**src/rtl/rs_pkg.sv**
```systemverilog
package rs_pkg;
    localparam int NLINES = 5;
    localparam int HOLD_W = 8;
    localparam int REPS_W = 8;
    localparam int AW     = 4;
    localparam int DEPTH  = 1 << AW;
    localparam int WORD_W = NLINES + HOLD_W + 2 + REPS_W + AW;

    typedef struct packed {
        logic [AW-1:0]     target;
        logic [REPS_W-1:0] reps;
        logic              is_loop;
        logic              is_end;
        logic [HOLD_W-1:0] hold;
        logic [NLINES-1:0] pattern;
    } cmd_t;

    typedef enum logic {ST_IDLE, ST_RUN} seq_state_t;
endpackage

```
**src/rtl/rs_prog_mem.sv**
```systemverilog
module rs_prog_mem
    import rs_pkg::*;
(
    input  logic              clk,
    input  logic              rst_n,
    input  logic              wr_ok,
    input  logic [AW-1:0]     wr_addr,
    input  logic [WORD_W-1:0] wr_data,
    input  logic [AW-1:0]     cur_addr,
    input  logic [AW-1:0]     nxt_addr,
    output logic [AW-1:0]     cur_target,
    output logic [REPS_W-1:0] cur_reps,
    output logic              cur_loop,
    output logic              cur_end,
    output logic [NLINES-1:0] nxt_pattern,
    output logic [HOLD_W-1:0] nxt_hold
);
    cmd_t store [DEPTH];
    cmd_t cur_w, nxt_w;

    always_ff @(posedge clk or negedge rst_n) begin
        if (!rst_n) begin
            for (int i = 0; i < DEPTH; i++) store[i] <= '0;
        end else if (wr_ok) begin
            store[wr_addr] <= cmd_t'(wr_data);
        end
    end

    assign cur_w       = store[cur_addr];
    assign nxt_w       = store[nxt_addr];
    assign cur_target  = cur_w.target;
    assign cur_reps    = cur_w.reps;
    assign cur_loop    = cur_w.is_loop;
    assign cur_end     = cur_w.is_end;
    assign nxt_pattern = nxt_w.pattern;
    assign nxt_hold    = nxt_w.hold;

    logic unused_bits;
    assign unused_bits = ^{cur_w.pattern, cur_w.hold, nxt_w.target, nxt_w.reps,
                           nxt_w.is_loop, nxt_w.is_end};
endmodule

```
**src/rtl/rs_hold_timer.sv**
```systemverilog
module rs_hold_timer #(
    parameter int W = 8
) (
    input  logic         clk,
    input  logic         rst_n,
    input  logic         load,
    input  logic [W-1:0] len,
    output logic         done
);
    logic [W-1:0] remain;

    always_ff @(posedge clk or negedge rst_n) begin
        if (!rst_n) begin
            remain <= '0;
        end else if (load) begin
            remain <= (len == '0) ? '0 : len - W'(1);
        end else if (remain != '0) begin
            remain <= remain - W'(1);
        end
    end

    assign done = (remain == '0);
endmodule

```
**src/rtl/rs_loop_unit.sv**
```systemverilog
module rs_loop_unit #(
    parameter int CW = 8
) (
    input  logic          clk,
    input  logic          rst_n,
    input  logic          clear,
    input  logic          eval,
    input  logic [CW-1:0] reps,
    output logic          jump
);
    logic          armed;
    logic [CW-1:0] left;

    assign jump = eval && (armed ? (left != '0) : (reps != '0));

    always_ff @(posedge clk or negedge rst_n) begin
        if (!rst_n) begin
            armed <= 1'b0;
            left  <= '0;
        end else if (clear) begin
            armed <= 1'b0;
            left  <= '0;
        end else if (eval) begin
            if (armed) begin
                if (left != '0) left  <= left - CW'(1);
                else            armed <= 1'b0;
            end else if (reps != '0) begin
                armed <= 1'b1;
                left  <= reps - CW'(1);
            end
        end
    end


    loop_armed_chk: assert property (@(posedge clk) disable iff (!rst_n)
        (eval && !armed && reps != '0 && !clear) |=> armed);
endmodule

```
**src/rtl/readout_seq.sv**
```systemverilog
module readout_seq
    import rs_pkg::*;
(
    input  logic              clk,
    input  logic              rst_n,
    input  logic              start,
    input  logic              abort,
    input  logic              wr_en,
    input  logic [AW-1:0]     wr_addr,
    input  logic [WORD_W-1:0] wr_data,
    output logic              busy,
    output logic              prog_err,
    output logic              ccd_rst,
    output logic              int_rst,
    output logic              ramp_down,
    output logic              ramp_up,
    output logic              adc_conv
);
    seq_state_t        state_q, state_d;
    logic [AW-1:0]     pc_q, nxt_addr;
    logic [NLINES-1:0] lines_q;
    logic              busy_q, err_q;

    logic [AW-1:0]     cur_target;
    logic [REPS_W-1:0] cur_reps;
    logic              cur_loop, cur_end;
    logic [NLINES-1:0] nxt_pattern;
    logic [HOLD_W-1:0] nxt_hold;

    logic tmr_done, go, fin, last, advance, halt, loop_eval, jump, wr_ok;

    assign go        = (state_q == ST_IDLE) && start && !abort;
    assign fin       = (state_q == ST_RUN) && tmr_done && !abort;
    assign last      = fin && cur_end;
    assign advance   = go || (fin && !cur_end);
    assign halt      = ((state_q == ST_RUN) && abort) || last;
    assign loop_eval = fin && !cur_end && cur_loop;
    assign wr_ok     = wr_en && (state_q == ST_IDLE);

    always_comb begin
        if (state_q == ST_IDLE) nxt_addr = '0;
        else if (jump)          nxt_addr = cur_target;
        else                    nxt_addr = pc_q + AW'(1);
    end

    rs_prog_mem u_mem (
        .clk(clk), .rst_n(rst_n), .wr_ok(wr_ok), .wr_addr(wr_addr),
        .wr_data(wr_data), .cur_addr(pc_q), .nxt_addr(nxt_addr),
        .cur_target(cur_target), .cur_reps(cur_reps), .cur_loop(cur_loop),
        .cur_end(cur_end), .nxt_pattern(nxt_pattern), .nxt_hold(nxt_hold)
    );

    rs_hold_timer #(.W(HOLD_W)) u_timer (
        .clk(clk), .rst_n(rst_n), .load(advance), .len(nxt_hold), .done(tmr_done)
    );

    rs_loop_unit #(.CW(REPS_W)) u_loop (
        .clk(clk), .rst_n(rst_n), .clear(go || abort), .eval(loop_eval),
        .reps(cur_reps), .jump(jump)
    );

    // next state
    always_comb begin
        state_d = state_q;
        unique case (state_q)
            ST_IDLE: if (go)   state_d = ST_RUN;
            ST_RUN:  if (halt) state_d = ST_IDLE;
            default:           state_d = ST_IDLE;
        endcase
    end

    always_ff @(posedge clk or negedge rst_n) begin
        if (!rst_n) state_q <= ST_IDLE;
        else        state_q <= state_d;
    end

    // registered outputs and program counter
    always_ff @(posedge clk or negedge rst_n) begin
        if (!rst_n) begin
            pc_q    <= '0;
            lines_q <= '0;
            busy_q  <= 1'b0;
            err_q   <= 1'b0;
        end else begin
            if (wr_en && state_q == ST_RUN) err_q <= 1'b1;
            unique case (state_q)
                ST_IDLE: begin
                    if (go) begin
                        pc_q    <= nxt_addr;
                        lines_q <= nxt_pattern;
                        busy_q  <= 1'b1;
                    end
                end
                ST_RUN: begin
                    if (halt) begin
                        lines_q <= '0;
                        busy_q  <= 1'b0;
                    end else if (advance) begin
                        pc_q    <= nxt_addr;
                        lines_q <= nxt_pattern;
                    end
                end
                default: begin
                    lines_q <= '0;
                    busy_q  <= 1'b0;
                end
            endcase
        end
    end

    assign busy      = busy_q;
    assign prog_err  = err_q;
    assign ccd_rst   = lines_q[0];
    assign int_rst   = lines_q[1];
    assign ramp_down = lines_q[2];
    assign ramp_up   = lines_q[3];
    assign adc_conv  = lines_q[4];


    hold_stable_chk: assert property (@(posedge clk) disable iff (!rst_n)
        (state_q == ST_RUN && !tmr_done && !abort) |=> $stable(lines_q));

    start_go_chk: assert property (@(posedge clk) disable iff (!rst_n)
        (!busy_q && start && !abort) |=> busy_q);

    wr_busy_err_chk: assert property (@(posedge clk) disable iff (!rst_n)
        (wr_en && busy_q) |=> err_q);

    err_sticky_chk: assert property (@(posedge clk) disable iff (!rst_n)
        err_q |=> err_q);

    abort_stop_chk: assert property (@(posedge clk) disable iff (!rst_n)
        (busy_q && abort) |=> (!busy_q && lines_q == '0));

    idle_quiet_chk: assert property (@(posedge clk) disable iff (!rst_n)
        (!busy_q && !start) |=> (lines_q == '0 || busy_q));
endmodule

```
**config.mk**
```make
export PLATFORM = sky130hd
export DESIGN_NAME = readout_seq
export DESIGN_NICKNAME = d
export VERILOG_FILES = /design/src/rtl/rs_pkg.sv /design/src/rtl/rs_prog_mem.sv /design/src/rtl/rs_hold_timer.sv /design/src/rtl/rs_loop_unit.sv /design/src/rtl/readout_seq.sv
export SDC_FILE = /design/constraint.sdc
export NUM_CORES = 1
export LEC_CHECK = 0
export ABC_AREA = 1
export ABC_CLOCK_PERIOD_IN_PS = 4100
export BUFFER_PORTS_ARGS = -buffer_cell sky130_fd_sc_hd__buf_2
export CORE_ASPECT_RATIO = 0.75
export CORE_UTILIZATION = 45
export DETAILED_ROUTE_END_ITERATION = 10
export SETUP_SLACK_MARGIN = 0.4
export SLEW_MARGIN = 15
export SYNTH_ARGS = -nofsm -noshare
export SYNTH_HDL_FRONTEND = slang
export SYNTH_SLANG_ARGS = --single-unit
```
**constraint.sdc**
```tcl
create_clock -name clk -period 4.1 [get_ports clk]
set_clock_uncertainty 0.2 [all_clocks]
set_input_delay 0.615 -clock clk [delete_from_list [all_inputs] [get_ports clk]]
set_output_delay 0.615 -clock clk [all_outputs]
set_load 0.02 [all_outputs]
```
==> impl_metrics.json <==
{
  "outcome": "completed",
  "synth.distinct_cells": 45,
  "holdWs_ns": 0.130,
  "fillers": 4417,
  "final_nets": 2808,
  "use_met1_pct": 41.5,
  "synthMuxAreaShare_pct": 0.230,
  "wl_per_cell_um": 20.1,
  "io_buffers": 42,
  "fp.dieArea_sq_um": 49300,
  "worstSkewPairLatency_ns": 0.58,
  "maxSlewHeadroom_pct": 35.8,
  "synthTopCellsByCount": "nand2_1 (797), o21ai_0 (497), dfrtp_1 (461)",
  "hold_viol": 0,
  "grt_max_degree": 84,
  "drcViolationCount": 0,
  "crit_fanout": 8,
  "critPathKind": "flip-flop to flip-flop",
  "fin_util_pct": 54.5,
  "syn_area_sq_um": 21800,
  "leakagePower_uw": 0.0123,
  "grt_overflow": 0,
  "grt_antenna_before_repair": 0,
  "yosys.area_share.simple_pct": 23.2,
  "postLayoutCellArea_sq_um": 25900,
  "viasPerCell": 5.61,
  "synth_top_area_share_pct": 53.0,
  "worstMarginPinSlew_ns": 0.960,
  "synth.most_common_cell": "nand2_1",
  "period_needed_ns": 3.97,
  "firstDrtPassIters": 6,
  "core_area_sq_um": 47600,
  "cp_data_arrival_time_ns": 4.26,
  "critPathSlowestCell": "dfrtp_4",
  "cts.sinks": 461,
  "cp-end-kind": "flip-flop",
  "synth-seq-cells": 461,
  "cts.clk_slew.worst_paths_ns": 0.07,
  "tns_ns": 0,
  "root_buffer": "clkbuf_16",
  "p_per_area_nw_per_um2": 791,
  "yosys.area_share.xor_xnor_pct": 0.523,
  "synth_fa_ha_area_share_pct": 0.287,
  "drtIter0Drc": 2189,
  "synth_top_family_by_area": "simple AND/OR/NAND/NOR gates",
  "grt_busiest_layer": "met1",
  "start_util_pct": 45.8,
  "rsz0062_at_grt": "true",
  "ant_nets": 0,
  "critPathRequiredTime_ns": 4.39,
  "grt_first_pass_wirelength_um": 105000,
  "p_int_uw": 12500,
  "async_flop_share_pct": 100,
  "synth_compound_area_share_pct": 15.1,
  "die_h_um": 192,
  "use_met2_pct": 40.1,
  "cts_tree": "done",
  "combPwrFrac_pct": 42.5,
  "power.share.sequential_pct": 36.2,
  "yosysTopAreaCell": "dfrtp_1",
  "area_growth_pct": 19.1,
  "htree_levels": 2,
  "min_period_over_period_pct": 96.9,
  "ioPinCount": 43,
  "antennaDiodeCount": 0,
  "syn_nets": 2767,
  "synth_area_leaders": "dfrtp_1 (53%), nand2_1 (14%), o21ai_0 (11%), nand3_1 (4.4%), inv_1 (3.3%)",
  "cap_violations": 0,
  "p_clk_share_pct": 21.3,
  "setup_violations": 0,
  "synth_edf_count": 0,
  "grt_usage_pct": 27.6,
  "syn_inst": 2726,
  "timing.fmax_ghz": 0.252,
  "rows": 69,
  "place_congestion": 0.854,
  "vdd_ir_drop_max_mv": 0.377,
  "die_width_um": 256,
  "drt-total-wl_um": 69200,
  "p_sw_uw": 8000,
  "vias": 19300,
  "cts_buffer_depth": 3,
  "placed_cell_area_sq_um": 22900,
  "cp_slowest_stage_delay_ns": 0.59,
  "grt_use_met3_pct": 6.15,
  "synth-seq-area-share_pct": 53.0,
  "yosys_warnings": 0,
  "pre_cts_slack_ns": -0.0117,
  "timing.final.ws_setup_ns": 0.126,
  "switching_share_pct": 39.0,
  "drive_gt1_share_pct": 14.5,
  "avgSynthCellArea_sq_um": 7.98,
  "cts_made_buffers": 47,
  "slew_viol_final": 0,
  "synth_ff_type": "dfrtp_1",
  "hpwl_um": 38300,
  "grt_pass1_vias": 18000,
  "startpoint_type": "flip-flop",
  "min_path_type": "input port to flip-flop"
}
## logic make-up after synthesis
group / count (synthesis)
compound gates: 622
mux: 5
simple gates: 1213
fa+ha+maj: 5
xor+xnor: 13
flops: 461
buf+inv: 407
## cells in the final DEF (no fill, tap or decap), types with 12 or more instances in the layout
cell,n
buf_2,41
inv_1,188
nand3_2,45
clkbuf_8,12
a21oi_1,44
o211ai_1,12
buf_4,86
dfrtp_1,458
nand3_1,145
buf_6,16
o221ai_1,13
clkbuf_16,52
nand2_2,34
nand2_1,760
buf_12,27
o21ai_0,492
o21ai_1,17
nor2_1,131
nand4_1,61
## cell type report
type	instances	area [sq um]	area share (%)
tap	639	800	3.09
timing repair inverter	1	8.76	0.0338
inverter	204	822	3.17
timing repair buffer	192	2100	8.11
multi-input combinational	1860	9110	35.1
clock buffer	70	1380	5.33
clock inverter	11	151	0.584
sequential	461	11500	44.5
## flip-flops by register name, summed over array words and instances, names as in the netlist
| signal | flops |
|---|---|
| busy | 1 |
| lines_q | 5 |
| pc_q | 4 |
| prog_err | 1 |
| state_q | 1 |
| u_loop.armed | 1 |
| u_loop.left | 8 |
| u_mem.store | 432 |
| u_timer.remain | 8 |
## what timing repair did
item / in CTS / in global routing
setup buffers: 13 / 24
endpoints found under the setup margin: 12 / 12
cloned: 11 / 8
gates resized for setup: 63 / 123
endpoints found under the hold margin: 69 / 0
pin swaps: 13 / 66
hold buffers: 1 / 0
## power by group through the flow
| stage | Combinational [uW] | Sequential [uW] | Clock [uW] |
|---|---|---|---|
| after floorplan | 4980 | 7180 | 0 |
| after CTS | 7750 | 7380 | 4440 |
| after global placement | 6930 | 7360 | 0 |
| final | 8720 | 7420 | 4360 |
| after global routing | 9680 | 7610 | 4600 |
| after detailed placement | 7040 | 7420 | 0 |
## worst max-delay path, delay by kind of cell (launching register included)
kind / cells / cell delay (ns)
AOI/OAI and AO/OA: 2 / 0.31
adders and majority gates: 1 / 0.16
buffers and inverters: 4 / 0.61
DFF: 1 / 0.59
and+or+nand+nor: 18 / 2.01
## stage by stage
stage | total power, uW | std cells
6_report | 20500 | 3438
5_1_grt | 21900 | 3438
4_1_cts | 19600 | 3406
3_5_place_dp | 14500 | 3300
3_3_place_gp | 14300 | 3300
2_1_floorplan | 12200 | 2726
## path summary, 6_finish.rpt
path                       slack (ns)             from  cells past startpoint           endpoint
min                              0.13            wr_en                      3           prog_err
max                              0.13          pc_q[0]                     25  u_timer.remain[6]
max in group asynchronous        2.31            rst_n                      3    u_mem.store[28]
min in group asynchronous        0.44            rst_n                      2   u_mem.store[156]
max reg2reg                      0.13          pc_q[0]                     25  u_timer.remain[6]
min reg2reg                      0.28  u_mem.store[52]                      2    u_mem.store[52]
## layer usage
layer / up-vias / part of all wire (%)
met5: - / 0
met4: 0 / 2.0
met3: 111 / 8.9
met2: 797 / 42
met1: 9385 / 47
li1: 9000 / -
Note: power is estimated with default switching activity, not from simulation.
